--- src/rtl/bcc_pkg.sv ---
package bcc_pkg;

  localparam int ST_W    = 3;
  localparam int PHASE_W = 3;

  typedef enum logic [ST_W-1:0] {
    ST_INTA    = 3'b000,
    ST_IORD    = 3'b001,
    ST_IOWR    = 3'b010,
    ST_HALT    = 3'b011,
    ST_FETCH   = 3'b100,
    ST_MRD     = 3'b101,
    ST_MWR     = 3'b110,
    ST_PASSIVE = 3'b111
  } bus_status_e;

  typedef enum logic [PHASE_W-1:0] {
    PH_IDLE = 3'd0,
    PH_T1   = 3'd1,
    PH_T2   = 3'd2,
    PH_T3   = 3'd3,
    PH_T4   = 3'd4
  } phase_e;

  typedef struct packed {
    logic int_ack;
    logic adv_io_wr;
    logic adv_mem_wr;
    logic io_wr;
    logic io_rd;
    logic mem_wr;
    logic mem_rd;
  } cmd_t;

  function automatic logic is_passive(input bus_status_e c);
    return c == ST_PASSIVE;
  endfunction

  function automatic logic is_mem_read(input bus_status_e c);
    return (c == ST_FETCH) || (c == ST_MRD);
  endfunction

  function automatic logic is_mem_write(input bus_status_e c);
    return c == ST_MWR;
  endfunction

  function automatic logic is_io_read(input bus_status_e c);
    return c == ST_IORD;
  endfunction

  function automatic logic is_io_write(input bus_status_e c);
    return c == ST_IOWR;
  endfunction

  function automatic logic is_inta(input bus_status_e c);
    return c == ST_INTA;
  endfunction

  function automatic logic is_write(input bus_status_e c);
    return is_mem_write(c) || is_io_write(c);
  endfunction

  // Codes that move data across the transceiver
  function automatic logic moves_data(input bus_status_e c);
    return !is_passive(c) && (c != ST_HALT);
  endfunction

  // Phase windows: early covers T2..T4, late covers T3..T4
  function automatic logic in_early(input phase_e p);
    return (p == PH_T2) || (p == PH_T3) || (p == PH_T4);
  endfunction

  function automatic logic in_late(input phase_e p);
    return (p == PH_T3) || (p == PH_T4);
  endfunction

  function automatic logic in_cycle(input phase_e p);
    return p != PH_IDLE;
  endfunction

endpackage

--- src/rtl/bcc_cycle_tracker.sv ---
module bcc_cycle_tracker
  import bcc_pkg::*;
(
  input  logic            clk,
  input  logic            rst_n,
  input  logic [ST_W-1:0] status_i,
  output phase_e          phase_o,
  output bus_status_e     code_o,
  output logic            start_o
);

  bus_status_e status_now;
  logic        prev_passive_q;
  phase_e      phase_q;
  bus_status_e code_q;

  assign status_now = bus_status_e'(status_i);

  // A cycle begins only from idle, on a passive-to-active change
  assign start_o = (phase_q == PH_IDLE) && prev_passive_q && !is_passive(status_now);

  always_ff @(posedge clk or negedge rst_n) begin
    if (!rst_n) begin
      prev_passive_q <= 1'b1;
      phase_q        <= PH_IDLE;
      code_q         <= ST_PASSIVE;
    end else begin
      prev_passive_q <= is_passive(status_now);
      unique case (phase_q)
        PH_IDLE: begin
          if (start_o) begin
            phase_q <= PH_T1;
            code_q  <= status_now;
          end
        end
        PH_T1: phase_q <= PH_T2;
        PH_T2: phase_q <= PH_T3;
        PH_T3: phase_q <= PH_T4;
        PH_T4: begin
          phase_q <= PH_IDLE;
          code_q  <= ST_PASSIVE;
        end
        default: begin
          phase_q <= PH_IDLE;
          code_q  <= ST_PASSIVE;
        end
      endcase
    end
  end

  assign phase_o = phase_q;
  assign code_o  = code_q;

endmodule

--- src/rtl/bcc_cmd_decode.sv ---
module bcc_cmd_decode
  import bcc_pkg::*;
(
  input  phase_e      phase_i,
  input  bus_status_e code_i,
  output cmd_t        raw_cmd_o,
  output logic        strobe_o,
  output logic        den_raw_o,
  output logic        dir_o
);

  logic early_w;
  logic late_w;
  logic live_w;

  assign early_w = in_early(phase_i);
  assign late_w  = in_late(phase_i);
  assign live_w  = in_cycle(phase_i);

  always_comb begin
    raw_cmd_o            = '0;
    raw_cmd_o.mem_rd     = early_w && is_mem_read(code_i);
    raw_cmd_o.io_rd      = early_w && is_io_read(code_i);
    raw_cmd_o.int_ack    = early_w && is_inta(code_i);
    raw_cmd_o.adv_mem_wr = early_w && is_mem_write(code_i);
    raw_cmd_o.adv_io_wr  = early_w && is_io_write(code_i);
    raw_cmd_o.mem_wr     = late_w  && is_mem_write(code_i);
    raw_cmd_o.io_wr      = late_w  && is_io_write(code_i);
  end

  assign strobe_o  = (phase_i == PH_T1);
  assign den_raw_o = early_w && moves_data(code_i);
  assign dir_o     = live_w && is_write(code_i);

endmodule

--- src/rtl/bcc_out_gate.sv ---
module bcc_out_gate
  import bcc_pkg::*;
(
  input  cmd_t raw_cmd_i,
  input  logic den_raw_i,
  input  logic cmd_en_i,
  input  logic addr_en_i,
  input  logic io_bus_i,
  output cmd_t cmd_o,
  output logic den_o
);

  logic mem_ok_w;
  logic io_ok_w;

  assign mem_ok_w = cmd_en_i && addr_en_i;
  assign io_ok_w  = cmd_en_i && (addr_en_i || io_bus_i);

  always_comb begin
    cmd_o            = '0;
    cmd_o.mem_rd     = raw_cmd_i.mem_rd     && mem_ok_w;
    cmd_o.mem_wr     = raw_cmd_i.mem_wr     && mem_ok_w;
    cmd_o.adv_mem_wr = raw_cmd_i.adv_mem_wr && mem_ok_w;
    cmd_o.io_rd      = raw_cmd_i.io_rd      && io_ok_w;
    cmd_o.io_wr      = raw_cmd_i.io_wr      && io_ok_w;
    cmd_o.adv_io_wr  = raw_cmd_i.adv_io_wr  && io_ok_w;
    cmd_o.int_ack    = raw_cmd_i.int_ack    && io_ok_w;
  end

  assign den_o = den_raw_i && cmd_en_i;

endmodule

--- src/rtl/bus_cmd_ctrl.sv ---
module bus_cmd_ctrl
  import bcc_pkg::*;
(
  input  logic            clk,
  input  logic            rst_n,
  input  logic [ST_W-1:0] status_i,
  input  logic            cmd_en_i,
  input  logic            addr_en_i,
  input  logic            io_bus_i,
  output logic            mem_rd_o,
  output logic            mem_wr_o,
  output logic            adv_mem_wr_o,
  output logic            io_rd_o,
  output logic            io_wr_o,
  output logic            adv_io_wr_o,
  output logic            int_ack_o,
  output logic            addr_strobe_o,
  output logic            data_en_o,
  output logic            data_dir_o
);

  phase_e      phase_w;
  bus_status_e cyc_code_w;
  logic        cyc_start_w;
  cmd_t        raw_cmd_w;
  cmd_t        gated_cmd_w;
  logic        den_raw_w;
  logic        raw_io_rd_w;

  bcc_cycle_tracker u_track (
    .clk      (clk),
    .rst_n    (rst_n),
    .status_i (status_i),
    .phase_o  (phase_w),
    .code_o   (cyc_code_w),
    .start_o  (cyc_start_w)
  );

  bcc_cmd_decode u_dec (
    .phase_i   (phase_w),
    .code_i    (cyc_code_w),
    .raw_cmd_o (raw_cmd_w),
    .strobe_o  (addr_strobe_o),
    .den_raw_o (den_raw_w),
    .dir_o     (data_dir_o)
  );

  bcc_out_gate u_gate (
    .raw_cmd_i (raw_cmd_w),
    .den_raw_i (den_raw_w),
    .cmd_en_i  (cmd_en_i),
    .addr_en_i (addr_en_i),
    .io_bus_i  (io_bus_i),
    .cmd_o     (gated_cmd_w),
    .den_o     (data_en_o)
  );

  assign raw_io_rd_w  = raw_cmd_w.io_rd;

  assign mem_rd_o     = gated_cmd_w.mem_rd;
  assign mem_wr_o     = gated_cmd_w.mem_wr;
  assign adv_mem_wr_o = gated_cmd_w.adv_mem_wr;
  assign io_rd_o      = gated_cmd_w.io_rd;
  assign io_wr_o      = gated_cmd_w.io_wr;
  assign adv_io_wr_o  = gated_cmd_w.adv_io_wr;
  assign int_ack_o    = gated_cmd_w.int_ack;

endmodule

--- config.mk ---
export PLATFORM = sky130hd
export DESIGN_NAME = bus_cmd_ctrl
export DESIGN_NICKNAME = d
export VERILOG_FILES = /design/src/rtl/bcc_pkg.sv /design/src/rtl/bcc_cycle_tracker.sv /design/src/rtl/bcc_cmd_decode.sv /design/src/rtl/bcc_out_gate.sv /design/src/rtl/bus_cmd_ctrl.sv
export SDC_FILE = /design/constraint.sdc
export NUM_CORES = 1
export LEC_CHECK = 0
export CORE_AREA = 2 2 42 44
export CTS_CLUSTER_SIZE = 12
export DETAILED_ROUTE_END_ITERATION = 10
export DIE_AREA = 0 0 44 46
export GPL_TIMING_DRIVEN = 0
export MAX_ROUTING_LAYER = met4
export SYNTH_ARGS = -nofsm -noshare
export SYNTH_HDL_FRONTEND = slang
export SYNTH_SLANG_ARGS = --single-unit
--- constraint.sdc ---
create_clock -name clk -period 1.2 [get_ports clk]
set_input_delay 0.18 -clock clk [delete_from_list [all_inputs] [get_ports clk]]
set_output_delay 0.18 -clock clk [all_outputs]
set_load 0.02 [all_outputs]
Word level (Yosys, flattened, before mapping)
Cells that the tools add are included.
{"block": "classes", "n_eq_ne": 13, "mux": 4, "bitwise_logic": 1, "n_reduce_logical": 35}
{"cell": "$logic_and A1 B1 Y1", "n": 22}
{"cell": "$eq A3 B3 Y1 const B", "n": 6}
{"cell": "$pmux W3 S4", "n": 1}
{"cell": "$eq A3 B2 Y1 const B", "n": 3}
{"cell": "$eq A3 B1 Y1 const B", "n": 2}
{"cell": "$logic_not A3 Y1", "n": 2}
{"cell": "$logic_or A1 B1 Y1", "n": 6}
{"cell": "$mux W3", "n": 2}
{"cell": "$pmux W3 S2", "n": 1}
{"cell": "$ne A3 B2 Y1 const B", "n": 1}
{"cell": "$reduce_bool A3 Y1", "n": 1}
{"cell": "$reduce_or A3 Y1", "n": 1}
{"cell": "$logic_not A1 Y1", "n": 2}
{"cell": "$ne A2 B2 Y1 const B", "n": 1}
{"cell": "$reduce_and A2 Y1", "n": 1}
{"cell": "$not A1 Y1", "n": 1}
{"block": "word_totals", "reg_bits": 7, "inputBits": 8, "out_inout_bits": 10, "elab_cells": 56}

Logic depth before layout (Yosys ltp)
{"block": "logic_depth", "depth_word": 5, "mapped_depth": 4, "mapped_depth_nobuf": 3}

Cells and area by module
A second synthesis with hierarchy kept.
{"block": "hier_totals", "hier_cells": 51, "hier_area_um2": 526.8}
{"module": "bcc_cycle_tracker", "instances": 1, "cells_per_inst": 25, "area_each_um2": 295.3}
{"module": "bcc_cmd_decode", "instances": 1, "cells_per_inst": 18, "area_each_um2": 165.2}
{"module": "bcc_out_gate", "instances": 1, "cells_per_inst": 8, "area_each_um2": 66.3}

Worst setup path after synthesis
No wires, ideal clock.
{"block": "synth_timing", "kind": "register to output", "from": "register u_track.phase_q[1] (netlist: u_track.phase_o[1])", "to": "output int_ack_o", "t_arrival_ns": 1.532, "setup_slack_ns": -0.512, "path_stages_with_launch": 5, "n_path_buf": 1, "cell_sequence": "dfrtp_1 buf_6 nor3b_2 o21ai_1 nor4_1"}
{"block": "synth_between", "elab_chain_len": 5, "word_cells_on_any_way": 7, "classes_between": "eq/ne: 3; reduce/logical: 4"}
{"item": "start: declaration", "line": "bcc_cycle_tracker.sv:14", "text": "phase_e phase_q;"}
{"item": "start signal: assignment", "line": "bcc_cycle_tracker.sv:25", "text": "phase_q <= PH_IDLE;"}
{"item": "start signal: assignment", "line": "bcc_cycle_tracker.sv:32", "text": "phase_q <= PH_T1;"}
{"item": "start signal: assignment", "line": "bcc_cycle_tracker.sv:36", "text": "PH_T1: phase_q <= PH_T2;"}
{"item": "$eq A3 B2 Y1", "line": "bcc_pkg.sv:70", "text": "return (p == PH_T2) || (p == PH_T3) || (p == PH_T4);"}
{"item": "$logic_or A1 B1 Y1", "line": "bcc_pkg.sv:70"}
{"item": "$logic_or A1 B1 Y1 *", "line": "bcc_pkg.sv:70"}
{"item": "$logic_and A1 B1 Y1 *", "line": "bcc_cmd_decode.sv:24", "text": "raw_cmd_o.int_ack = early_w && is_inta(code_i);"}
{"item": "$logic_and A1 B1 Y1 *", "line": "bcc_out_gate.sv:27", "text": "cmd_o.int_ack = raw_cmd_i.int_ack && io_ok_w;"}
{"item": "end: declaration", "line": "bus_cmd_ctrl.sv:16", "text": "output logic int_ack_o,"}
Every way passes the cells marked *; elsewhere a longest branch is shown, timed or not.

Worst setup path in the final report
Same ends and word-level chain as after synthesis.

==> flow_metrics.py <==
metrics = {
    "run_status": {
        "run_status": "finished, violations left",
        "failed_checks": "negative setup slack",
    },
    "grt": {
        "grt_use_total_pct": 12.9,
        "congestion_overflow_gr": 0,
        "antenna_found_initial": 0,
        "grt_first_pass_wirelength_um": 1840,
        "grt_pass1_vias": 449,
        "largest_net_degree_at_the_start_of_global_routing": 11,
    },
    "route": {
        "drt_first_iter_violations": 2,
        "detailedRoute.firstPassIterationCount": 2,
        "wl_per_cell_um": 11.6,
        "finalWirelength_um": 1100,
        "via_count": 447,
        "post_drt_via_cell_ratio": 4.76,
        "ant_nets": 0,
        "post-route-drc-count": 0,
    },
    "clock_network": {
        "cts_made_buffers": 3,
        "clock-root-buffer": "clkbuf_4",
        "postCtsHoldBufs": 0,
        "clkTransAtPathRegs_ns": 0.06,
        "tritoncts_num_sinks": 7,
        "clock_tree.htree_level_count": 1,
        "clkLatencyLatePin_ns": 0.25,
        "tritoncts": "done",
        "cts.path.max_buffers": 2,
    },
    "place": {
        "place_area_um2": 697,
        "dp_hpwl_um": 667,
        "gpl.final_weighted_congestion": 0.689,
        "io_buffers": 17,
    },
    "setup_path": {
        "endpoint": "int_ack_o",
        "path_max_fanout": 5,
        "ff2ff_path_depth": 5,
        "setup.worst_path.end_class": "output pin",
        "critical_path_required_ns": 1.02,
        "worst_setup_path_start_kind": "flip-flop",
        "critPathKind": "reg2out",
        "rrSetupSlack_ns": -0.26,
        "end_of_the_worst_register_to_register_path": "u_track.code_o[0]",
        "timing.critical_path.arrival_ns": 1.50,
        "critical_register_to_register_path_startpoint": "u_track.phase_o[1]",
        "worst_setup_path_startpoint": "u_track.phase_o[1]",
    },
    "logic_synthesis": {
        "synthDistinctLibCells": 24,
        "postSynthCellCount": 46,
        "synthesis.nets": 54,
        "yosysSeqAreaShare_pct": 42.5,
        "synth_seq_cells": 7,
        "synth.cell_area_um2": 424,
        "ys.warnings.count": 0,
        "synth.avg_cell_area_um2": 9.22,
    },
    "timing": {
        "fin_ws_ns": -0.483,
        "fin_worst_skew_ns": 0.00668,
        "drv_slew": 0,
        "fin_worst_hold_slack_ns": 0.185,
        "fmaxAchievable_mhz": 594,
        "setup_violations": 13,
        "finalHoldViolCount": 0,
        "slew_headroom_pct": 78.6,
        "timing.final.crit_share_pct": 140,
        "timing.final.crit_period_ns": 1.68,
        "rsz0062_at_grt": "true",
        "max_slew.worst_pin.slew_ns": 0.319,
    },
    "layout": {
        "finalInstanceArea_um2": 823,
        "final_nets": 86,
        "final_common_cell": "buf_4",
        "top_library_cells_by_usage_in_the_layout_fill_and_taps_aside": "buf_4 (15), clkdlybuf4s50_1 (7), nor2_1 (5), buf_6 (5)",
        "filler_cell_count": 167,
        "diodes": 0,
        "layout-drive-gt1-share_pct": 64.9,
        "area_delta_synth_final_pct": 94.1,
    },
    "power": {
        "power_per_cell_area_mw_per_mm2": 1950,
        "irDropWorstVdd_mv": 0.977,
        "leakage_power_nw": 0.361,
        "power.total_w": 0.00160,
    },
    "floorplan": {
        "core-area_mm2": 0.00161,
        "die_height_um": 46,
        "floorplan.rows": 15,
        "top_ports": 18,
        "floorplan.initialDensity_pct": 26.3,
        "die_area_mm2": 0.00202,
        "die_w_um": 44,
    },
    "flow_run": {
        "max_cap_violations": 0,
    },
    "min_path": {
        "min_path_type": "in2async",
    },
}
-- worst min-delay path by stage --
stage                         end  depth (start not counted)  start
3_3_place_gp   u_track.phase_o[1]                          1  rst_n
3_5_place_dp   u_track.phase_o[2]                          1  rst_n
2_1_floorplan  u_track.phase_o[0]                          0  rst_n
4_1_cts        u_track.phase_o[1]                          1  rst_n
5_1_grt        u_track.phase_o[2]                          1  rst_n
6_report       u_track.phase_o[2]                          1  rst_n
-- flip-flops by register name (all words and copies together), names as in the netlist --
register,flops
u_track.code_o,3
u_track.phase_o,3
u_track.prev_passive_q,1
-- worst max-delay path, stage by stage, from the launching register on --
cell,delay [ns]
dfrtp_2,0.44
nor3b_4,0.25
o21ai_4,0.11
buf_12,0.14
nor4_4,0.13
buf_4,0.18
-- final cells by class --
type | count | area [um^2] | share of cell area [%]
Multi-Input combinational cell | 36 | 324 | 39.4
Timing Repair Buffer | 29 | 264 | 32.1
Sequential cell | 7 | 183 | 22.2
Clock buffer | 3 | 22.5 | 2.74
Tap cell | 17 | 21.3 | 2.58
Clock inverter | 1 | 5.00 | 0.608
Inverter | 1 | 3.75 | 0.456
-- power breakdown --
group          total (W)  switching (W)  leakage (nW)  internal (W)
registers       0.000467       0.000115        0.0779      0.000352
clock network   0.000211      0.0000891        0.0177      0.000122
logic           0.000927       0.000404         0.265      0.000523
-- cell usage after synthesis --
master    n  share of area (%)
a21oi_1   5                5.9
and3b_1   1                2.1
buf_6     1                2.7
clkbuf_1  1               0.88
dfrtp_1   3                 18
dfstp_2   4                 25
inv_1     1               0.88
nand2_1   1               0.88
nand2b_4  1                3.2
nand3_1   2                2.4
nor2_1    8                7.1
nor2b_1   2                2.9
nor3_1    5                5.9
nor3b_1   1                1.8
nor3b_2   1                2.9
nor4_1    1                1.5
nor4b_2   1                3.5
o21ai_0   1                1.2
o21ai_1   1                1.2
o21bai_1  1                1.8
o31a_1    1                2.1
or3b_2    1                2.1
or3b_4    1                2.7
xnor2_1   1                2.1
-- cells by family after synthesis --
logic type	Yosys count	share of synthesized area, %
AND/OR/NAND/NOR	26	38.9
flip-flops	7	42.5
buffers and inverters	3	4.42
XOR/XNOR	1	2.07
AO/OA/AOI/OAI	9	12.1
-- metal layers --
metal,vias to the layer above,part of all wire [%],global-route usage [%]
li1,227,-,-
met1,201,40,15.3
met2,17,49,20.9
met3,2,8.4,0.397
met4,0,1.7,9.09
met5,-,0,-
-- through the flow --
stage / cells / worst slack [ns] / util [%] / setup TNS [ns]
3_3_place_gp: 80 / -0.958 / 43.2 / -6.91
3_5_place_dp: 80 / -0.951 / 43.2 / -6.99
5_1_grt: 94 / -0.570 / 51.0 / -5.46
6_report: 94 / -0.483 / 51.0 / -4.53
4_1_cts: 93 / -0.567 / 50.2 / -4.90
2_1_floorplan: 46 / -0.212 / - / -1.46
-- timing repair --
| action | in CTS | in global routing |
|---|---|---|
| pin swaps | 9 | 4 |
| gates resized for setup | 59 | 6 |
| setup buffers | 9 | 4 |
| endpoints found under the setup margin | 13 | 15 |
(Power assumes the default switching activity.)
